==> src/rtl/credit_sched_pkg.sv <==
package credit_sched_pkg;

  // Credit-changing events that can land on one flow in a single cycle.
  typedef struct packed {
    logic tx;    // segment issued: debit one segment
    logic ack;   // acknowledgement: credit returned
    logic cnp;   // congestion notice: halve with floor
    logic tick;  // periodic refill
  } credit_evt_t;

endpackage

==> src/rtl/seg_queue.sv <==
module seg_queue #(
  parameter int DEPTH  = 4,
  parameter int DATA_W = 16
) (
  input  logic              clk,
  input  logic              rst_n,
  input  logic              push,
  input  logic [DATA_W-1:0] push_data,
  input  logic              pop,
  output logic [DATA_W-1:0] head,
  output logic              empty,
  output logic              full
);
  localparam int PTR_W = $clog2(DEPTH);

  logic [DATA_W-1:0] mem [DEPTH];
  logic [PTR_W:0]    wr_ptr_q, wr_ptr_d;
  logic [PTR_W:0]    rd_ptr_q, rd_ptr_d;
  logic              do_push, do_pop;

  assign empty = (wr_ptr_q == rd_ptr_q);
  assign full  = (wr_ptr_q[PTR_W] != rd_ptr_q[PTR_W]) &&
                 (wr_ptr_q[PTR_W-1:0] == rd_ptr_q[PTR_W-1:0]);
  assign head  = mem[rd_ptr_q[PTR_W-1:0]];

  always_comb begin
    do_push  = push && !full;
    do_pop   = pop && !empty;
    wr_ptr_d = wr_ptr_q + (do_push ? 1'b1 : 1'b0);
    rd_ptr_d = rd_ptr_q + (do_pop ? 1'b1 : 1'b0);
  end

  always_ff @(posedge clk or negedge rst_n) begin
    if (!rst_n) begin
      wr_ptr_q <= '0;
      rd_ptr_q <= '0;
    end else begin
      if (do_push) wr_ptr_q <= wr_ptr_d;
      if (do_pop)  rd_ptr_q <= rd_ptr_d;
    end
  end

  // Storage carries no reset; the pointers qualify its contents.
  always_ff @(posedge clk) begin
    if (do_push) mem[wr_ptr_q[PTR_W-1:0]] <= push_data;
  end

endmodule

==> src/rtl/credit_unit.sv <==
module credit_unit
  import credit_sched_pkg::*;
#(
  parameter int CREDIT_W    = 20,
  parameter int SEG_BYTES   = 1024,
  parameter int INIT_CREDIT = 2048
) (
  input  logic                clk,
  input  logic                rst_n,
  input  credit_evt_t         evt,
  input  logic [CREDIT_W-1:0] ack_bytes,
  input  logic [CREDIT_W-1:0] refill_inc,
  input  logic [CREDIT_W-1:0] credit_max,
  output logic [CREDIT_W-1:0] credit
);
  localparam logic [CREDIT_W-1:0] SEG_C  = CREDIT_W'(SEG_BYTES);
  localparam logic [CREDIT_W-1:0] INIT_C = CREDIT_W'(INIT_CREDIT);

  logic [CREDIT_W-1:0] credit_q, credit_d;
  logic [CREDIT_W-1:0] after_tx, after_ack, after_cnp, after_tick;
  logic                upd_en;

  // Add with one guard bit, then clamp to the ceiling.
  function automatic logic [CREDIT_W-1:0] add_cap(
    input logic [CREDIT_W-1:0] a,
    input logic [CREDIT_W-1:0] b,
    input logic [CREDIT_W-1:0] lim
  );
    logic [CREDIT_W:0] sum;
    sum = {1'b0, a} + {1'b0, b};
    if (sum > {1'b0, lim}) return lim;
    return sum[CREDIT_W-1:0];
  endfunction

  // All same-cycle events fold into one read-modify-write.
  always_comb begin
    after_tx   = evt.tx ? (credit_q - SEG_C) : credit_q;
    after_ack  = evt.ack ? add_cap(after_tx, ack_bytes, credit_max) : after_tx;
    after_cnp  = after_ack;
    if (evt.cnp) begin
      after_cnp = after_ack >> 1;
      if (after_cnp < SEG_C) after_cnp = SEG_C;
    end
    after_tick = evt.tick ? add_cap(after_cnp, refill_inc, credit_max) : after_cnp;
    credit_d   = after_tick;
    upd_en     = evt.tx | evt.ack | evt.cnp | evt.tick;
  end

  always_ff @(posedge clk or negedge rst_n) begin
    if (!rst_n)      credit_q <= INIT_C;
    else if (upd_en) credit_q <= credit_d;
  end

  assign credit = credit_q;

endmodule

==> src/rtl/rr_pick.sv <==
module rr_pick #(
  parameter int N = 4
) (
  input  logic                 clk,
  input  logic                 rst_n,
  input  logic [N-1:0]         req,
  output logic [N-1:0]         grant,
  output logic [$clog2(N)-1:0] grant_idx,
  output logic                 grant_any
);
  localparam int IDX_W = $clog2(N);

  logic [IDX_W-1:0] ptr_q, ptr_d;
  logic [IDX_W-1:0] probe;

  // Search starts at the flow after the last one served (N is a power of two).
  always_comb begin
    grant     = '0;
    grant_any = 1'b0;
    probe     = '0;
    for (int k = 0; k < N; k++) begin
      probe = ptr_q + IDX_W'(k);
      if (!grant_any && req[probe]) begin
        grant[probe] = 1'b1;
        grant_any    = 1'b1;
      end
    end
  end

  always_comb begin
    grant_idx = '0;
    for (int k = 0; k < N; k++) begin
      if (grant[k]) grant_idx = IDX_W'(k);
    end
    ptr_d = grant_idx + 1'b1;
  end

  always_ff @(posedge clk or negedge rst_n) begin
    if (!rst_n)         ptr_q <= '0;
    else if (grant_any) ptr_q <= ptr_d;
  end

endmodule

==> src/rtl/credit_tx_sched.sv <==
module credit_tx_sched
  import credit_sched_pkg::*;
#(
  parameter int NUM_FLOWS   = 4,
  parameter int SEG_ID_W    = 16,
  parameter int QUEUE_DEPTH = 4,
  parameter int CREDIT_W    = 20,
  parameter int SEG_BYTES   = 1024,
  parameter int INIT_CREDIT = 2048,
  parameter int TICK_PERIOD = 256,
  localparam int FLOW_W     = $clog2(NUM_FLOWS)
) (
  input  logic                clk,
  input  logic                rst_n,
  input  logic [CREDIT_W-1:0] cfg_refill_inc,
  input  logic [CREDIT_W-1:0] cfg_credit_max,
  input  logic                in_valid,
  input  logic [FLOW_W-1:0]   in_flow,
  input  logic [SEG_ID_W-1:0] in_seg,
  output logic                in_ready,
  input  logic                ack_valid,
  input  logic [FLOW_W-1:0]   ack_flow,
  input  logic [CREDIT_W-1:0] ack_bytes,
  input  logic                cnp_valid,
  input  logic [FLOW_W-1:0]   cnp_flow,
  output logic                tx_valid,
  output logic [FLOW_W-1:0]   tx_flow,
  output logic [SEG_ID_W-1:0] tx_seg
);
  localparam int TICK_W = (TICK_PERIOD > 1) ? $clog2(TICK_PERIOD) : 1;
  localparam logic [TICK_W-1:0]   TICK_LAST = TICK_W'(TICK_PERIOD - 1);
  localparam logic [CREDIT_W-1:0] SEG_C     = CREDIT_W'(SEG_BYTES);

  // Reset: asserted at once, released on the clock.
  logic [1:0] rst_pipe_q;
  logic       rst_sync_n;

  always_ff @(posedge clk or negedge rst_n) begin
    if (!rst_n) rst_pipe_q <= 2'b00;
    else        rst_pipe_q <= {rst_pipe_q[0], 1'b1};
  end
  assign rst_sync_n = rst_pipe_q[1];

  // Refill tick counter.
  logic [TICK_W-1:0] tick_cnt_q, tick_cnt_d;
  logic              tick;

  always_comb begin
    tick       = (tick_cnt_q == TICK_LAST);
    tick_cnt_d = tick ? '0 : tick_cnt_q + 1'b1;
  end

  always_ff @(posedge clk or negedge rst_sync_n) begin
    if (!rst_sync_n) tick_cnt_q <= '0;
    else             tick_cnt_q <= tick_cnt_d;
  end

  // Per-flow state.
  logic [NUM_FLOWS-1:0]                q_empty, q_full, q_push, elig;
  logic [NUM_FLOWS-1:0][SEG_ID_W-1:0]  q_head;
  logic [NUM_FLOWS-1:0][CREDIT_W-1:0]  credit;
  logic [NUM_FLOWS-1:0]                grant;
  logic [FLOW_W-1:0]                   gnt_idx;
  logic                                grant_any;

  for (genvar f = 0; f < NUM_FLOWS; f++) begin : g_flow
    credit_evt_t evt;

    always_comb begin
      q_push[f] = in_valid && (in_flow == FLOW_W'(f));
      evt.tx    = grant[f];
      evt.ack   = ack_valid && (ack_flow == FLOW_W'(f));
      evt.cnp   = cnp_valid && (cnp_flow == FLOW_W'(f));
      evt.tick  = tick;
      elig[f]   = !q_empty[f] && (credit[f] >= SEG_C);
    end

    seg_queue #(
      .DEPTH  (QUEUE_DEPTH),
      .DATA_W (SEG_ID_W)
    ) u_queue (
      .clk       (clk),
      .rst_n     (rst_sync_n),
      .push      (q_push[f]),
      .push_data (in_seg),
      .pop       (grant[f]),
      .head      (q_head[f]),
      .empty     (q_empty[f]),
      .full      (q_full[f])
    );

    credit_unit #(
      .CREDIT_W    (CREDIT_W),
      .SEG_BYTES   (SEG_BYTES),
      .INIT_CREDIT (INIT_CREDIT)
    ) u_credit (
      .clk        (clk),
      .rst_n      (rst_sync_n),
      .evt        (evt),
      .ack_bytes  (ack_bytes),
      .refill_inc (cfg_refill_inc),
      .credit_max (cfg_credit_max),
      .credit     (credit[f])
    );
  end

  rr_pick #(
    .N (NUM_FLOWS)
  ) u_pick (
    .clk       (clk),
    .rst_n     (rst_sync_n),
    .req       (elig),
    .grant     (grant),
    .grant_idx (gnt_idx),
    .grant_any (grant_any)
  );

  assign in_ready = !q_full[in_flow];

  // Registered issue port.
  logic                tx_valid_q;
  logic [FLOW_W-1:0]   tx_flow_q;
  logic [SEG_ID_W-1:0] tx_seg_q;

  always_ff @(posedge clk or negedge rst_sync_n) begin
    if (!rst_sync_n) begin
      tx_valid_q <= 1'b0;
      tx_flow_q  <= '0;
      tx_seg_q   <= '0;
    end else begin
      tx_valid_q <= grant_any;
      if (grant_any) begin
        tx_flow_q <= gnt_idx;
        tx_seg_q  <= q_head[gnt_idx];
      end
    end
  end

  assign tx_valid = tx_valid_q;
  assign tx_flow  = tx_flow_q;
  assign tx_seg   = tx_seg_q;

endmodule

==> config.mk <==
export PLATFORM = sky130hd
export DESIGN_NAME = credit_tx_sched
export DESIGN_NICKNAME = d
export VERILOG_FILES = /design/src/rtl/credit_sched_pkg.sv /design/src/rtl/seg_queue.sv /design/src/rtl/credit_unit.sv /design/src/rtl/rr_pick.sv /design/src/rtl/credit_tx_sched.sv
export SDC_FILE = /design/constraint.sdc
export NUM_CORES = 1
export LEC_CHECK = 0
export BUFFER_PORTS_ARGS = -buffer_cell sky130_fd_sc_hd__buf_2
export CORE_ASPECT_RATIO = 1.1
export CORE_MARGIN = 4
export CORE_UTILIZATION = 64
export CTS_CLUSTER_DIAMETER = 30
export DETAILED_ROUTE_END_ITERATION = 6
export PLACE_DENSITY = 0.82
export REMOVE_ABC_BUFFERS = 1
export SYNTH_ARGS = -nofsm -noshare
export SYNTH_HDL_FRONTEND = slang
export SYNTH_SLANG_ARGS = --single-unit
==> constraint.sdc <==
create_clock -name clk -period 5.05 [get_ports clk]
set_input_delay 1.01 -clock clk [delete_from_list [all_inputs] [get_ports clk]]
set_output_delay 1.01 -clock clk [all_outputs]
set_load 0.02 [all_outputs]
==> run metrics, run 1 <==
status did not finish; last stage reached global routing; tool error [ERROR GRT-0116] Global routing finished with congestion. Check the congestion regions in the DRC Viewer.; Unique masters post-synth 90; vias in the first global route 51,200; Max Buffers Root-to-Sink 3; Max H-tree Level 3; Mapped Area 31,900 um^2; Ys Warns 0; die height 242 um; first-pass GRT wire length 380 mm; DP HPWL 119 mm; gate count after technology mapping 3,281; site row count 85; I/O pins 107; Yosys top cell area share 24.1%; main area contributors after synthesis edfxtp_1 24%, ha_1 14%, dfrtp_1 10%; total track usage 92.7%; biggest area consumer among synthesized cells edfxtp_1; DIE WIDTH 221 um; port buffer count 106; syn_area_per_cell 9.73 um^2; total grt overflow 2,615; post-synthesis async set-or-reset flop share 34.5%; root buf cell clkbuf_16; starting density of the core 65.0%; # clock sinks 391; FF+latch count, synth 391; largest net degree at the start of global routing 76; number of synthesized flops with an enable pin 256; Hold Buf Count CTS 0; CTS Buf Count 73; top_reg_cell synth edfxtp_1; GPL Wtd Cong 1.16; Seq/Total Area, Yosys 34.7%
-- what timing repair did --
action	in CTS
buffers inserted	114
endpoints found under the setup margin	100
gates cloned	5
endpoints found under the hold margin	0
resized for setup	423
pin swaps	206
-- layer usage --
| metal | overflow | global-route usage, % |
|---|---|---|
| met5 | 11 | 54.3 |
| met4 | 680 | 97.4 |
| met3 | 91 | 79.0 |
| met2 | 1750 | 111 |
| met1 | 83 | 87.0 |
-- metrics by stage --
step	worst slack [ns]	instance area [um^2]	cells	util, %
3_5_place_dp	-8.85	41000	4978	83.4
2_1_floorplan	-9.64	31400	3152	-
3_3_place_gp	-7.69	41000	4978	83.4
4_1_cts	-7.41	46200	5227	94.0
-- synthesized netlist by cell type, drive strengths merged, types with 70 or more instances --
cell	number
ha	352
nor2	281
a21oi	269
nand2	268
edfxtp	256
o21ai	206
dfrtp	131
xnor2	119
clkbuf	114
a21o	99
mux2i	95
inv	90
nor3	80
a211oi	78
mux4	70
-- kinds of logic after synthesis --
logic type / after synthesis / share of synthesized area, %
buffers and inverters: 221 / 2.65
adders and majority gates: 360 / 14.3
xor gates and xnor gates: 185 / 5.08
muxes: 211 / 9.54
AOI/OAI and AO/OA: 964 / 19.5
other: 1 / 0.0117
and+or+nand+nor: 948 / 14.2
DFF: 391 / 34.7
==> run 2: changes to the inputs <==
--- a/config.mk
+++ b/config.mk
@@ -6,12 +6,10 @@
 export NUM_CORES = 1
 export LEC_CHECK = 0
 export BUFFER_PORTS_ARGS = -buffer_cell sky130_fd_sc_hd__buf_2
-export CORE_ASPECT_RATIO = 1.1
 export CORE_MARGIN = 4
-export CORE_UTILIZATION = 64
-export CTS_CLUSTER_DIAMETER = 30
+export CORE_UTILIZATION = 40
 export DETAILED_ROUTE_END_ITERATION = 6
-export PLACE_DENSITY = 0.82
+export PLACE_DENSITY_LB_ADDON = 0.15
 export REMOVE_ABC_BUFFERS = 1
 export SYNTH_ARGS = -nofsm -noshare
 export SYNTH_HDL_FRONTEND = slang
==> run 2 against run 1 <==
Effect of this change:
- the flow now finishes, with violations (setup timing)
- synthesized area unchanged
- synthesized cell count unchanged
==> run metrics, run 2 <==
status complete, but fails checks; failing checks setup timing; TritonRoute pass-1 iters 6; most common cell after layout, fill and taps aside buf_4; CTS Buf Count 46; first-pass GRT wire length 209 mm; total grt overflow 0; Mapped Area 31,900 um^2; worst hold slack 0.177 ns; starting density of the core 40.4%; DRC 0; Yosys top cell area share 24.1%; syn_area_per_cell 9.73 um^2; vias in the first global route 32,000; FF+latch count, synth 391; critical path capture point type flip-flop; WP data required 5.56 ns; DIE WIDTH 290 um; Non-Filler Instances 5,608; crit path DAT 12.87 ns; Die ar. 84,400 um^2; post-synthesis async set-or-reset flop share 34.5%; root buf cell clkbuf_16; share of layout cells above drive strength 1 39.8%; Max Buffers Root-to-Sink 3; # clock sinks 391; number of synthesized flops with an enable pin 256; Ys Warns 0; skew final 0.0445 ns; number of flip-flops in the largest register 256; gate count after technology mapping 3,281; I/O pins 107; Tightest Pin Transition 1.14 ns; most numerous cell on the critical path buf_4; fin area 46,100 um^2; most instantiated cells after synthesis 352 x ha_1, 280 x nor2_1, 268 x nand2_1; Crit-path slowest cell mux4_2; Max H-tree Level 2; final slew viol count 0; total track usage 32.9%; main area contributors after synthesis edfxtp_1 24%, ha_1 14%, dfrtp_1 10%; max_slew headroom 23.5%; die height 290 um; endpoints failing setup 80; largest incremental delay on the critical path 0.53 ns; Routed Antenna Nets 0; total of max-cap violations 0; largest net degree at the start of global routing 50; Hold Buf Count CTS 0; Post-Route Utilization 58.3%; Reg clk slew, reported paths 0.06 ns; DP HPWL 115 mm; Area growth syn-to-layout 44.3%; slack of the critical path -7.32 ns; most numerous cell in the Yosys netlist ha_1; total core area 79,000 um^2; FMAX 80.9 MHz; area post-placement 41,800 um^2; Startpoint Class flip-flop; Worst Hold Class input port to async pin; CTS tree built; drt total wl 145 mm; GPL Wtd Cong 1.08; r2r worst-path depth 55; vias per cell 5.81; Seq/Total Area, Yosys 34.7%; final period utilization 245%; biggest area consumer among synthesized cells edfxtp_1; RSZ-0062 raised after global routing true; CP max FO 7; crit path time final 12.37 ns; Unique masters post-synth 90; site row count 103; clk_lat worst skew 0.61 ns; port buffer count 106; final hold violations 0; initial antenna violation count 3; commonest non-fill, non-tap cells in the layout 1,171 x buf_4, 324 x ha_1, 262 x nor2_1, 261 x nand2_1, 256 x edfxtp_1; nets 4,967; Avg WL per Cell 25.8 um; critical path class flip-flop to flip-flop; vias 32,600; top_reg_cell synth edfxtp_1; Initial DRC Count 2,960; Placed Cells 5,414
==> run 2: layer usage <==
layer,track usage (%),wire length [um],vias to the layer above
met3,6.07,11700,300
li1,-,-,15000
met2,48.7,60500,1258
met5,0,149,-
met1,47.3,64500,16000
met4,14.2,7920,2
==> run 2: final timing paths <==
check,start,slack (ns),endpoint
min in group clk,rst_pipe_q[0],0.35,rst_pipe_q[1]
max in group asynchronous,rst_pipe_q[1],3.26,tx_seg[6]
hold / removal,rst_n,0.18,rst_pipe_q[1]
setup / recovery,g_flow[3].u_credit.credit[10],-7.32,g_flow[0].u_credit.credit[9]
setup reg to reg,g_flow[3].u_credit.credit[10],-7.32,g_flow[0].u_credit.credit[9]
hold reg to reg,rst_pipe_q[0],0.35,rst_pipe_q[1]
==> run 2: worst max-delay path, delay by kind of cell, from the launching register on <==
kind | cells | cell delay, ns
flip-flops | 1 | 0.39
AND/OR/NAND/NOR | 10 | 2.51
multiplexers | 3 | 0.92
AO/OA/AOI/OAI | 23 | 4.80
XOR/XNOR | 3 | 0.53
adder cells (fa/ha/maj) | 6 | 1.56
buffers and inverters | 10 | 1.53
==> run 2: logic make-up (layout without fill, tap and decap cells) <==
logic type      Yosys count  in the layout  share of synthesized area, %
compound gates          964            964                          19.5
simple gates            948            948                          14.2
flops                   391            391                          34.7
fa+ha+maj               360            360                          14.3
buf+inv                 221           1497                          2.65
mux                     211            211                          9.54
xor+xnor                185            185                          5.08
other cells               1              2                        0.0117
==> run 2: timing repair <==
item,4_1_cts,5_1_grt
gates resized for setup,235,190
gates cloned,2,2
endpoints found under the hold margin,0,0
endpoints found under the setup margin,80,80
pin swaps,119,154
setup buffers,68,41
==> run 2: cell type report <==
type | instances | area (um^2)
fill | 6870 | 32900
multi-input combinational | 2669 | 21900
sequential | 391 | 11100
timing repair buffer | 1320 | 9960
tap | 1050 | 1310
clock buffer | 60 | 1240
inverter | 92 | 345
clock inverter | 25 | 259
antenna | 1 | 2.50
==> run 2: metrics by stage <==
stage	setup TNS (ns)	setup WS, ns
after floorplan	-689.19	-9.64
after global placement	-598.59	-7.67
after detailed placement	-618.37	-8.04
after CTS	-550.99	-7.02
after global routing	-592.81	-7.68
final	-560.40	-7.32
Power of run 2 is not shown: default switching activity piles up to over one toggle a cycle in this logic, so the estimate is an artifact.
